<file path="src/rtl/sdram_cmd_pkg.sv">
package sdram_cmd_pkg;

  typedef enum logic [2:0] {
    CODE_MODE = 3'b000,
    CODE_REFR = 3'b001,
    CODE_PCHG = 3'b010,
    CODE_ACTV = 3'b011,
    CODE_WRIT = 3'b100,
    CODE_READ = 3'b101,
    CODE_BSTP = 3'b110,
    CODE_IDLE = 3'b111
  } cmd_code_e;

  typedef enum logic [1:0] {
    PWR_RUN  = 2'b00,
    PWR_PPD  = 2'b01,
    PWR_APD  = 2'b10,
    PWR_SREF = 2'b11
  } pwr_e;

endpackage

</file>
<file path="src/rtl/sdram_bank_table.sv">
module sdram_bank_table #(
  parameter int NB = 4,
  parameter int RW = 13,
  parameter int BW = 2
) (
  input  logic                   clk,
  input  logic                   rst,
  input  logic                   act_i,
  input  logic                   rd_wr_i,
  input  logic                   pre_i,
  input  logic [BW-1:0]          bank_i,
  input  logic [RW-1:0]          row_i,
  input  logic                   flag_i,
  output logic [NB-1:0]          open_o,
  output logic [NB-1:0]          eff_open_o,
  output logic [NB-1:0][RW-1:0]  rows_o,
  output logic                   err_o
);

  logic [NB-1:0]         open_q;
  logic [NB-1:0]         pend_q;
  logic [NB-1:0][RW-1:0] row_q;
  logic [NB-1:0]         sel;
  logic                  err_q;
  logic                  tgt_open;

  always_comb begin
    sel = '0;
    sel[bank_i] = 1'b1;
  end

  // a pending auto-precharge is applied before the new command is judged
  assign eff_open_o = open_q & ~pend_q;
  assign tgt_open   = |(sel & eff_open_o);

  for (genvar b = 0; b < NB; b++) begin : g_bank
    always_ff @(posedge clk) begin
      if (rst) begin
        open_q[b] <= 1'b0;
        pend_q[b] <= 1'b0;
        row_q[b]  <= '0;
      end else begin
        pend_q[b] <= rd_wr_i && flag_i && sel[b] && eff_open_o[b];
        if (act_i && sel[b]) begin
          open_q[b] <= 1'b1;
          row_q[b]  <= row_i;
        end else if (pre_i && (flag_i || sel[b])) begin
          open_q[b] <= 1'b0;
        end else if (pend_q[b]) begin
          open_q[b] <= 1'b0;
        end
      end
    end


    act_row_chk: assert property (@(posedge clk) disable iff (rst)
      (act_i && sel[b]) |=> (open_q[b] && row_q[b] == $past(row_i)));


    ap_close_chk: assert property (@(posedge clk) disable iff (rst)
      (rd_wr_i && flag_i && sel[b] && eff_open_o[b]) |=> !eff_open_o[b]);
  end

  always_ff @(posedge clk) begin
    if (rst) err_q <= 1'b0;
    else if ((act_i && tgt_open) || (rd_wr_i && !tgt_open)) err_q <= 1'b1;
  end

  assign open_o = open_q;
  assign rows_o = row_q;
  assign err_o  = err_q;


  pre_all_chk: assert property (@(posedge clk) disable iff (rst)
    (pre_i && flag_i) |=> (open_q == '0));


  err_sticky_chk: assert property (@(posedge clk) disable iff (rst)
    err_q |=> err_q);

endmodule

</file>
<file path="src/rtl/sdram_power_fsm.sv">
module sdram_power_fsm
  import sdram_cmd_pkg::*;
(
  input  logic clk,
  input  logic rst,
  input  logic cke_i,
  input  logic sref_req_i,
  input  logic any_open_i,
  output pwr_e state_o,
  output logic run_o
);

  pwr_e st_q;

  always_ff @(posedge clk) begin
    if (rst) begin
      st_q <= PWR_RUN;
    end else begin
      case (st_q)
        PWR_RUN: begin
          if (!cke_i) begin
            if (sref_req_i)      st_q <= PWR_SREF;
            else if (any_open_i) st_q <= PWR_APD;
            else                 st_q <= PWR_PPD;
          end
        end
        default: if (cke_i) st_q <= PWR_RUN;
      endcase
    end
  end

  assign state_o = st_q;
  assign run_o   = (st_q == PWR_RUN) && cke_i;


  ppd_stay_chk: assert property (@(posedge clk) disable iff (rst)
    (st_q == PWR_PPD) |=> (st_q == PWR_PPD || st_q == PWR_RUN));


  wake_chk: assert property (@(posedge clk) disable iff (rst)
    (st_q != PWR_RUN && cke_i) |=> (st_q == PWR_RUN));

endmodule

</file>
<file path="src/rtl/sdram_mode_file.sv">
module sdram_mode_file #(
  parameter int NR = 4,
  parameter int W  = 13,
  parameter int SW = 2
) (
  input  logic          clk,
  input  logic          rst,
  input  logic          we_i,
  input  logic [SW-1:0] sel_i,
  input  logic [W-1:0]  op_i,
  output logic [NR*W-1:0] regs_o
);

  logic [NR-1:0][W-1:0] regs_q;

  for (genvar r = 0; r < NR; r++) begin : g_reg
    always_ff @(posedge clk) begin
      if (rst)                              regs_q[r] <= '0;
      else if (we_i && sel_i == SW'(r))     regs_q[r] <= op_i;
    end
  end

  assign regs_o = regs_q;


  mode_hold_chk: assert property (@(posedge clk) disable iff (rst)
    !we_i |=> $stable(regs_q));

endmodule

</file>
<file path="src/rtl/sdram_cmd_front.sv">
module sdram_cmd_front
  import sdram_cmd_pkg::*;
#(
  parameter int NUM_BANKS = 4,
  parameter int ADDR_W    = 13,
  parameter int COL_W     = 10,
  parameter int AP_BIT    = 10,
  localparam int BA_W     = $clog2(NUM_BANKS)
) (
  input  logic                        clk,
  input  logic                        rst,
  input  logic                        cke_i,
  input  logic                        cs_n_i,
  input  logic                        ras_n_i,
  input  logic                        cas_n_i,
  input  logic                        we_n_i,
  input  logic [BA_W-1:0]             ba_i,
  input  logic [ADDR_W-1:0]           addr_i,
  output logic                        cmd_vld_o,
  output logic [2:0]                  cmd_o,
  output logic [BA_W-1:0]             bank_o,
  output logic [ADDR_W-1:0]           addr_o,
  output logic                        ap_o,
  output logic [ADDR_W-1:0]           open_row_o,
  output logic [NUM_BANKS-1:0]        bank_open_o,
  output logic [1:0]                  pwr_o,
  output logic                        proto_err_o,
  output logic [NUM_BANKS*ADDR_W-1:0] mode_ops_o
);

  localparam int PAD_W = ADDR_W - COL_W;

  cmd_code_e code;
  logic      run, live, is_act, is_rdwr, is_pre, is_mode, is_ref, sref_req;
  logic [NUM_BANKS-1:0]             eff_open;
  logic [NUM_BANKS-1:0][ADDR_W-1:0] rows;
  pwr_e      pwr_st;

  assign code     = cmd_code_e'({ras_n_i, cas_n_i, we_n_i});
  assign sref_req = !cs_n_i && (code == CODE_REFR);
  assign live     = run && !cs_n_i && (code != CODE_IDLE) && (code != CODE_BSTP);
  assign is_act   = live && (code == CODE_ACTV);
  assign is_rdwr  = live && (code == CODE_READ || code == CODE_WRIT);
  assign is_pre   = live && (code == CODE_PCHG);
  assign is_mode  = live && (code == CODE_MODE);
  assign is_ref   = live && (code == CODE_REFR);

  sdram_bank_table #(.NB(NUM_BANKS), .RW(ADDR_W), .BW(BA_W)) u_banks (
    .clk        (clk),
    .rst        (rst),
    .act_i      (is_act),
    .rd_wr_i    (is_rdwr),
    .pre_i      (is_pre),
    .bank_i     (ba_i),
    .row_i      (addr_i),
    .flag_i     (addr_i[AP_BIT]),
    .open_o     (bank_open_o),
    .eff_open_o (eff_open),
    .rows_o     (rows),
    .err_o      (proto_err_o)
  );

  sdram_power_fsm u_pwr (
    .clk        (clk),
    .rst        (rst),
    .cke_i      (cke_i),
    .sref_req_i (sref_req),
    .any_open_i (|eff_open),
    .state_o    (pwr_st),
    .run_o      (run)
  );

  sdram_mode_file #(.NR(NUM_BANKS), .W(ADDR_W), .SW(BA_W)) u_mode (
    .clk    (clk),
    .rst    (rst),
    .we_i   (is_mode),
    .sel_i  (ba_i),
    .op_i   (addr_i),
    .regs_o (mode_ops_o)
  );

  assign pwr_o = pwr_st;

  always_ff @(posedge clk) begin
    if (rst) begin
      cmd_vld_o  <= 1'b0;
      cmd_o      <= CODE_IDLE;
      bank_o     <= '0;
      addr_o     <= '0;
      ap_o       <= 1'b0;
      open_row_o <= '0;
    end else begin
      cmd_vld_o  <= live;
      cmd_o      <= live ? code : CODE_IDLE;
      bank_o     <= (live && !is_ref) ? ba_i : '0;
      ap_o       <= (is_rdwr || is_pre) ? addr_i[AP_BIT] : 1'b0;
      open_row_o <= is_rdwr ? rows[ba_i] : '0;
      if (is_act || is_mode) addr_o <= addr_i;
      else if (is_rdwr)      addr_o <= {{PAD_W{1'b0}}, addr_i[COL_W-1:0]};
      else                   addr_o <= '0;
    end
  end


  run_only_chk: assert property (@(posedge clk) disable iff (rst)
    cmd_vld_o |-> ($past(pwr_o) == 2'b00 && $past(cke_i)));


  vld_code_chk: assert property (@(posedge clk) disable iff (rst)
    cmd_vld_o |-> (cmd_o != 3'b111 && cmd_o != 3'b110));


  vld_pulse_chk: assert property (@(posedge clk) disable iff (rst)
    (cs_n_i || !cke_i) |=> !cmd_vld_o);

endmodule

</file>
<file path="config.mk">
export PLATFORM = sky130hd
export DESIGN_NAME = sdram_cmd_front
export DESIGN_NICKNAME = d
export VERILOG_FILES = /design/src/rtl/sdram_cmd_pkg.sv /design/src/rtl/sdram_bank_table.sv /design/src/rtl/sdram_power_fsm.sv /design/src/rtl/sdram_mode_file.sv /design/src/rtl/sdram_cmd_front.sv
export SDC_FILE = /design/constraint.sdc
export NUM_CORES = 1
export LEC_CHECK = 0
export ABC_CLOCK_PERIOD_IN_PS = 2500
export BUFFER_PORTS_ARGS = -buffer_cell sky130_fd_sc_hd__clkbuf_2
export CAP_MARGIN = 20
export CORE_ASPECT_RATIO = 1.4
export CORE_UTILIZATION = 54
export DETAILED_ROUTE_END_ITERATION = 8
export HOLD_SLACK_MARGIN = 0.08
export PLACE_DENSITY = 0.79
export SYNTH_ARGS = -nofsm -noshare
export SYNTH_HDL_FRONTEND = slang
export SYNTH_SLANG_ARGS = --single-unit
</file>
<file path="constraint.sdc">
create_clock -name clk -period 2.5 [get_ports clk]
set_input_delay 0.5 -clock clk [delete_from_list [all_inputs] [get_ports clk]]
set_output_delay 0.5 -clock clk [all_outputs]
set_load 0.05 [all_outputs]
</file>
==> results of run 1 <==
==> critical path: stages, from the launching register on <==
cell      delay [ns]
dfxtp_1         0.32
nor2_1          0.19
ha_1            0.24
nor4b_1         0.33
buf_4           0.20
nand3b_1        0.39
nand2_1         0.21
a21oi_1         0.08
==> worst paths after layout <==
| check | endpoint | slack (ns) | depth (start not counted) |
|---|---|---|---|
| max reg2reg | u_mode.regs_o[17]$_SDFFE_PP0P_ | 0.39 | 7 |
| max | u_mode.regs_o[17]$_SDFFE_PP0P_ | 0.39 | 7 |
| min reg2reg | u_mode.regs_o[43]$_SDFFE_PP0P_ | 0.46 | 2 |
| min | cmd_o[2]$_SDFF_PP1_ | 0.44 | 2 |
==> layer usage <==
layer | GRT usage | routed length [µm] | vias up
met4 | 0.126 | 436 | 0
met2 | 0.447 | 6860 | 152
met1 | 0.289 | 5240 | 2103
met5 | 0 | 0 | -
li1 | - | - | 2106
met3 | 0.0786 | 661 | 34
==> area by class of cell <==
cell class,count,area share
tap,135,0.0248
clock buffer,24,0.0721
multi-input combinational,376,0.344
inverter,2,0.00110
sequential,148,0.435
timing repair buffer,130,0.102
clock inverter,8,0.0215
==> cell families (layout without fill, tap and decap cells) <==
logic type | after synthesis | count (layout) | share of synthesized area
AO/OA/AOI/OAI | 72 | 72 | 0.0679
adder cells (fa/ha/maj) | 1 | 1 | 0.00226
buffers and inverters | 50 | 164 | 0.0407
flip-flops | 148 | 148 | 0.536
multiplexers | 65 | 65 | 0.147
AND/OR/NAND/NOR | 238 | 238 | 0.206
==> registers in the layout (all words and copies together), names as in the netlist <==
signal          cells
cmd_o               3
u_pwr.state_o       2
bank_o              2
u_banks.err_o       1
cmd_vld_o           1
u_banks.open_o      4
addr_o             13
open_row_o         13
u_banks.rows_o     52
u_mode.regs_o      52
ap_o                1
u_banks.pend_q      4
==> power groups by stage <==
stage / registers [µW] / clock network, µW / logic [µW]
after floorplan: 2510 / 0 / 155
after global placement: 2440 / 0 / 299
after detailed placement: 2440 / 0 / 304
after CTS: 2390 / 2730 / 307
after global routing: 2390 / 2830 / 326
final: 2390 / 2700 / 308
==> layout by cell type (no fill, tap or decap), types with 2 or more instances in the layout <==
master / n
a21oi_1: 60
and2_1: 14
and3_1: 3
buf_4: 18
bufinv_16: 4
clkbuf_1: 3
clkbuf_16: 17
clkbuf_2: 112
clkbuf_8: 4
clkinv_2: 2
dfxtp_1: 148
inv_1: 2
mux2i_1: 52
mux4_2: 13
nand2_1: 110
nand2b_1: 6
nand3_2: 3
nand3b_1: 4
nor2_1: 62
nor2b_1: 19
nor3b_2: 2
nor4bb_1: 2
o211ai_1: 2
o21ai_0: 6
==> stage by stage <==
stage / hold slack (ns) / std cells / util / power [µW]
5_1_grt: 0.432 / 823 / 0.685 / 5550
4_1_cts: 0.415 / 823 / 0.685 / 5430
6_report: 0.439 / 823 / 0.685 / 5400
2_1_floorplan: 0.458 / 574 / - / 2660
3_5_place_dp: 0.450 / 791 / 0.621 / 2750
3_3_place_gp: 0.442 / 791 / 0.621 / 2740
==> results.json, run 1 <==
{
  "status": "completed",
  "grt_max_degree": 70,
  "setup_viol": 0,
  "yosysTopAreaCellShare": 0.536,
  "dp_slack_ns": 0.370,
  "grt_antenna_before_repair": 0,
  "clk_pin_slew_ns": 0.06,
  "end_kind": "flop",
  "synth-async-reset-ratio": 0,
  "final_area_um2": 6820,
  "synthDistinctLibCells": 40,
  "ys.flop_type": "dfxtp_1",
  "drt_iter0_drc": 296,
  "grt_pass1_vias": 4091,
  "die_area_um2": 10700,
  "multi_input_area_um2": 2340,
  "syn-instance-count": 574,
  "ys_seq_area_frac": 0.536,
  "start_util": 0.556,
  "fill_cells": 764,
  "routed_wl_mm": 13.2,
  "grt_pass1_wl_mm": 20.3,
  "cts_sinks": 148,
  "cellLeakagePower_uw": 0.00308,
  "yosysTopAreaCell": "dfxtp_1",
  "die_y_um": 122,
  "max_freq_ghz": 0.475,
  "setup_ws_ns": 0.393,
  "p_seq_frac": 0.443,
  "hpwl_mm": 8.84,
  "yosysMostFrequentCell": "dfxtp_1",
  "port_buffers": 113,
  "cp-startpoint": "u_pwr.state_o[0]$_SDFFE_PP0P_",
  "switchingPower_uw": 1150,
  "drc": 0,
  "vias": 4395,
  "p_sw_frac": 0.214,
  "startpoint_type": "flop",
  "synth-seq-cells": 148,
  "syn-mean-instance-area_um2": 9.63,
  "synth_edf_count": 0,
  "wl_per_cell_um": 16.0,
  "syn_nets": 597,
  "gp_congestion": 0.859,
  "power_frac_comb": 0.057,
  "synthToLayoutAreaGrowth_pct": 23.2,
  "grt_setup_unrepaired": "false",
  "cts_max_level": 4,
  "diodes": 0,
  "drtAntennaViolNets": 0,
  "top_level_ports": 114,
  "hold_path.class": "in -> reg",
  "dr.pass1.iters": 5,
  "finalHoldViolations": 0,
  "relSlewSlack": 0.543,
  "clockBufferDepth": 2,
  "cts_resized": 0,
  "cts_made_buffers": 17,
  "p_clk_frac": 0.500,
  "final_nets": 698,
  "clk_latency_ns": 0.43,
  "ff_latch_area_um2": 2960,
  "power_density_nw_per_um2": 792,
  "root_buffer": "clkbuf_16",
  "crit_fanout": 13,
  "num_rows": 43,
  "overflow": 0,
  "finClkSkew_ns": 0.0172,
  "ctsHoldBuffers": 0,
  "r2r_start": "u_pwr.state_o[0]$_SDFFE_PP0P_",
  "synth_area_leaders": "dfxtp_1 (54%), mux2i_1 (9.4%), nand2_1 (7.5%)",
  "post-cts-setup-buffers": 0,
  "hp-start": "ras_n_i",
  "syn-cell-area_um2": 5530,
  "ir_drop_mv": 0.508,
  "die_w_um": 87.5,
  "vias_per_cell": 5.34,
  "drive_gt1_frac": 0.267,
  "arrival_ns": 2.38,
  "synth-warning-count": 0,
  "slew_viol_final": 0,
  "intPower_uw": 4240,
  "tightestPinTransition_ns": 0.686,
  "period_share": 0.843,
  "placed_cell_area_um2": 6180,
  "cts_tree": "done",
  "ys_top_cells_by_count": "dfxtp_1 (148), nand2_1 (110), nor2_1 (62)",
  "min_period_ns": 2.11,
  "setup-tns-final_ns": 0,
  "critical_path_class": "reg -> reg",
  "gr-usage-all-layers": 0.260,
  "drv_cap": 0,
  "core_um2": 9950,
  "cp.required_ns": 2.78
}
(Power assumes the default switching activity.)
==> run 2: changes to the inputs <==
--- a/config.mk
+++ b/config.mk
@@ -5,7 +5,7 @@
 export SDC_FILE = /design/constraint.sdc
 export NUM_CORES = 1
 export LEC_CHECK = 0
-export ABC_CLOCK_PERIOD_IN_PS = 2500
+export ABC_CLOCK_PERIOD_IN_PS = 2100
 export BUFFER_PORTS_ARGS = -buffer_cell sky130_fd_sc_hd__clkbuf_2
 export CAP_MARGIN = 20
 export CORE_ASPECT_RATIO = 1.4
==> constraint.sdc (replaced) <==
create_clock -name clk -period 2.1 [get_ports clk]
set_input_delay 0.42 -clock clk [delete_from_list [all_inputs] [get_ports clk]]
set_output_delay 0.42 -clock clk [all_outputs]
set_load 0.05 [all_outputs]
==> results.json, run 2 (same netlist as run 1, synthesis figures left out) <==
{
  "power_density_nw_per_um2": 914,
  "drt_iter0_drc": 325,
  "setup-tns-final_ns": 0,
  "drv_cap": 0,
  "ir_drop_mv": 0.708,
  "port_buffers": 113,
  "final_area_um2": 6890,
  "end_kind": "flop",
  "grt_antenna_before_repair": 0,
  "finalPower_uw": 6300,
  "cts_max_level": 4,
  "min_period_ns": 2.02,
  "synthToLayoutAreaGrowth_pct": 24.7,
  "top_level_ports": 114,
  "cellLeakagePower_uw": 0.00311,
  "num_rows": 43,
  "grt_setup_unrepaired": "false",
  "holdWs_ns": 0.257,
  "setup_viol": 0,
  "cp.required_ns": 2.39,
  "grt_pass1_wl_mm": 21.5,
  "die_area_um2": 10700,
  "routed_wl_mm": 13.8,
  "arrival_ns": 2.30,
  "clk_latency_ns": 0.42,
  "power_frac_comb": 0.062,
  "startpoint_type": "flop",
  "hold_path.class": "in -> reg",
  "intPower_uw": 4850,
  "switchingPower_uw": 1450,
  "status": "completed",
  "slew_viol_final": 0,
  "dr.pass1.iters": 5,
  "finalHoldViolations": 0,
  "cts_sinks": 148,
  "drc": 0,
  "crit_fanout": 7,
  "period_share": 0.962,
  "layout_commonest_cell": "dfxtp_1",
  "diodes": 0,
  "start_util": 0.556,
  "relSlewSlack": 0.648,
  "grt_max_degree": 54,
  "fin_util": 0.693,
  "overflow": 0,
  "final_cell_mix": "dfxtp_1 (146), clkbuf_2 (112), nand2_1 (110)",
  "gp_congestion": 0.882,
  "core_um2": 9950,
  "root_buffer": "clkbuf_16",
  "drive_gt1_frac": 0.282,
  "cp_cell_sequence": "nor2_2 -> ha_4 -> or4b_4 -> or3_4 -> nand2_1 -> a21oi_1",
  "clk_pin_slew_ns": 0.06,
  "gr-usage-all-layers": 0.271,
  "grt_pass1_vias": 4258,
  "finClkSkew_ns": 0.00601,
  "fill_cells": 767,
  "critical_path_class": "reg -> reg",
  "cts_tree": "done",
  "cts_made_buffers": 17,
  "clockBufferDepth": 2,
  "final_nets": 704,
  "p_clk_frac": 0.486,
  "die_w_um": 87.5,
  "vias_per_cell": 5.43,
  "crit_path_max_incr_delay_ns": 0.55,
  "max_freq_ghz": 0.495,
  "placed_cell_area_um2": 6260,
  "p_seq_frac": 0.452,
  "vias": 4502,
  "p_sw_frac": 0.231,
  "die_y_um": 122,
  "critPathSlowestCell": "or4b_4",
  "hpwl_mm": 9.11,
  "wl_per_cell_um": 16.7,
  "drtAntennaViolNets": 0,
  "tightestPinTransition_ns": 0.528
}
[run 2: worst paths after layout]
check                                                 endpoint  depth (start not counted)                           start  slack [ns]
worst min register to register  u_mode.regs_o[22]$_SDFFE_PP0P_                          2  u_mode.regs_o[22]$_SDFFE_PP0P_        0.45
worst max register to register  u_mode.regs_o[42]$_SDFFE_PP0P_                          6   u_pwr.state_o[0]$_SDFFE_PP0P_        0.08
worst max-delay path            u_mode.regs_o[42]$_SDFFE_PP0P_                          6   u_pwr.state_o[0]$_SDFFE_PP0P_        0.08
worst min-delay path             u_pwr.state_o[1]$_SDFFE_PP0P_                          2                             rst        0.26
[run 2: cell type report]
type | instances | area (µm²) | area share
Tap cell | 135 | 169 | 0.0245
Multi-Input combinational cell | 377 | 2370 | 0.344
Clock buffer | 19 | 443 | 0.0642
Timing Repair Buffer | 135 | 783 | 0.114
Clock inverter | 13 | 158 | 0.0229
Inverter | 2 | 7.51 | 0.00109
Sequential cell | 148 | 2970 | 0.430
[run 2: power groups by stage]
stage	Sequential, µW	Combinational, µW	Clock [µW]
finish	2850	391	3060
global route	2850	415	3210
CTS	2850	375	3090
detailed placement	2910	373	0
global placement	2910	364	0
floorplan	2990	184	0
[run 2: critical path, delay by kind of cell (launching register included)]
family	cells	cell delay [ns]
AO/OA/AOI/OAI	1	0.07
adder cells (fa/ha/maj)	1	0.17
flip-flops	1	0.33
AND/OR/NAND/NOR	4	1.31
[run 2: per-layer routing]
| metal | GRT usage | vias to the layer above | wire, µm |
|---|---|---|---|
| met1 | 0.306 | 2168 | 5400 |
| met5 | 0 | - | 0 |
| li1 | - | 2125 | - |
| met4 | 0.141 | 0 | 455 |
| met2 | 0.463 | 178 | 7170 |
| met3 | 0.0745 | 31 | 797 |
[run 2: per-stage QoR]
step	instances	setup WS [ns]
6_report	829	0.0807
3_3_place_gp	795	0.0906
4_1_cts	827	0.00908
2_1_floorplan	574	0.00467
5_1_grt	829	0.00233
3_5_place_dp	795	0.0280
[run 2: what timing repair did]
| action | 4_1_cts | 5_1_grt |
|---|---|---|
| gates resized for setup | 0 | 4 |
| setup buffers | 0 | 1 |
| hold buffers | 0 | 0 |
| setup endpoints to repair | 0 | 51 |
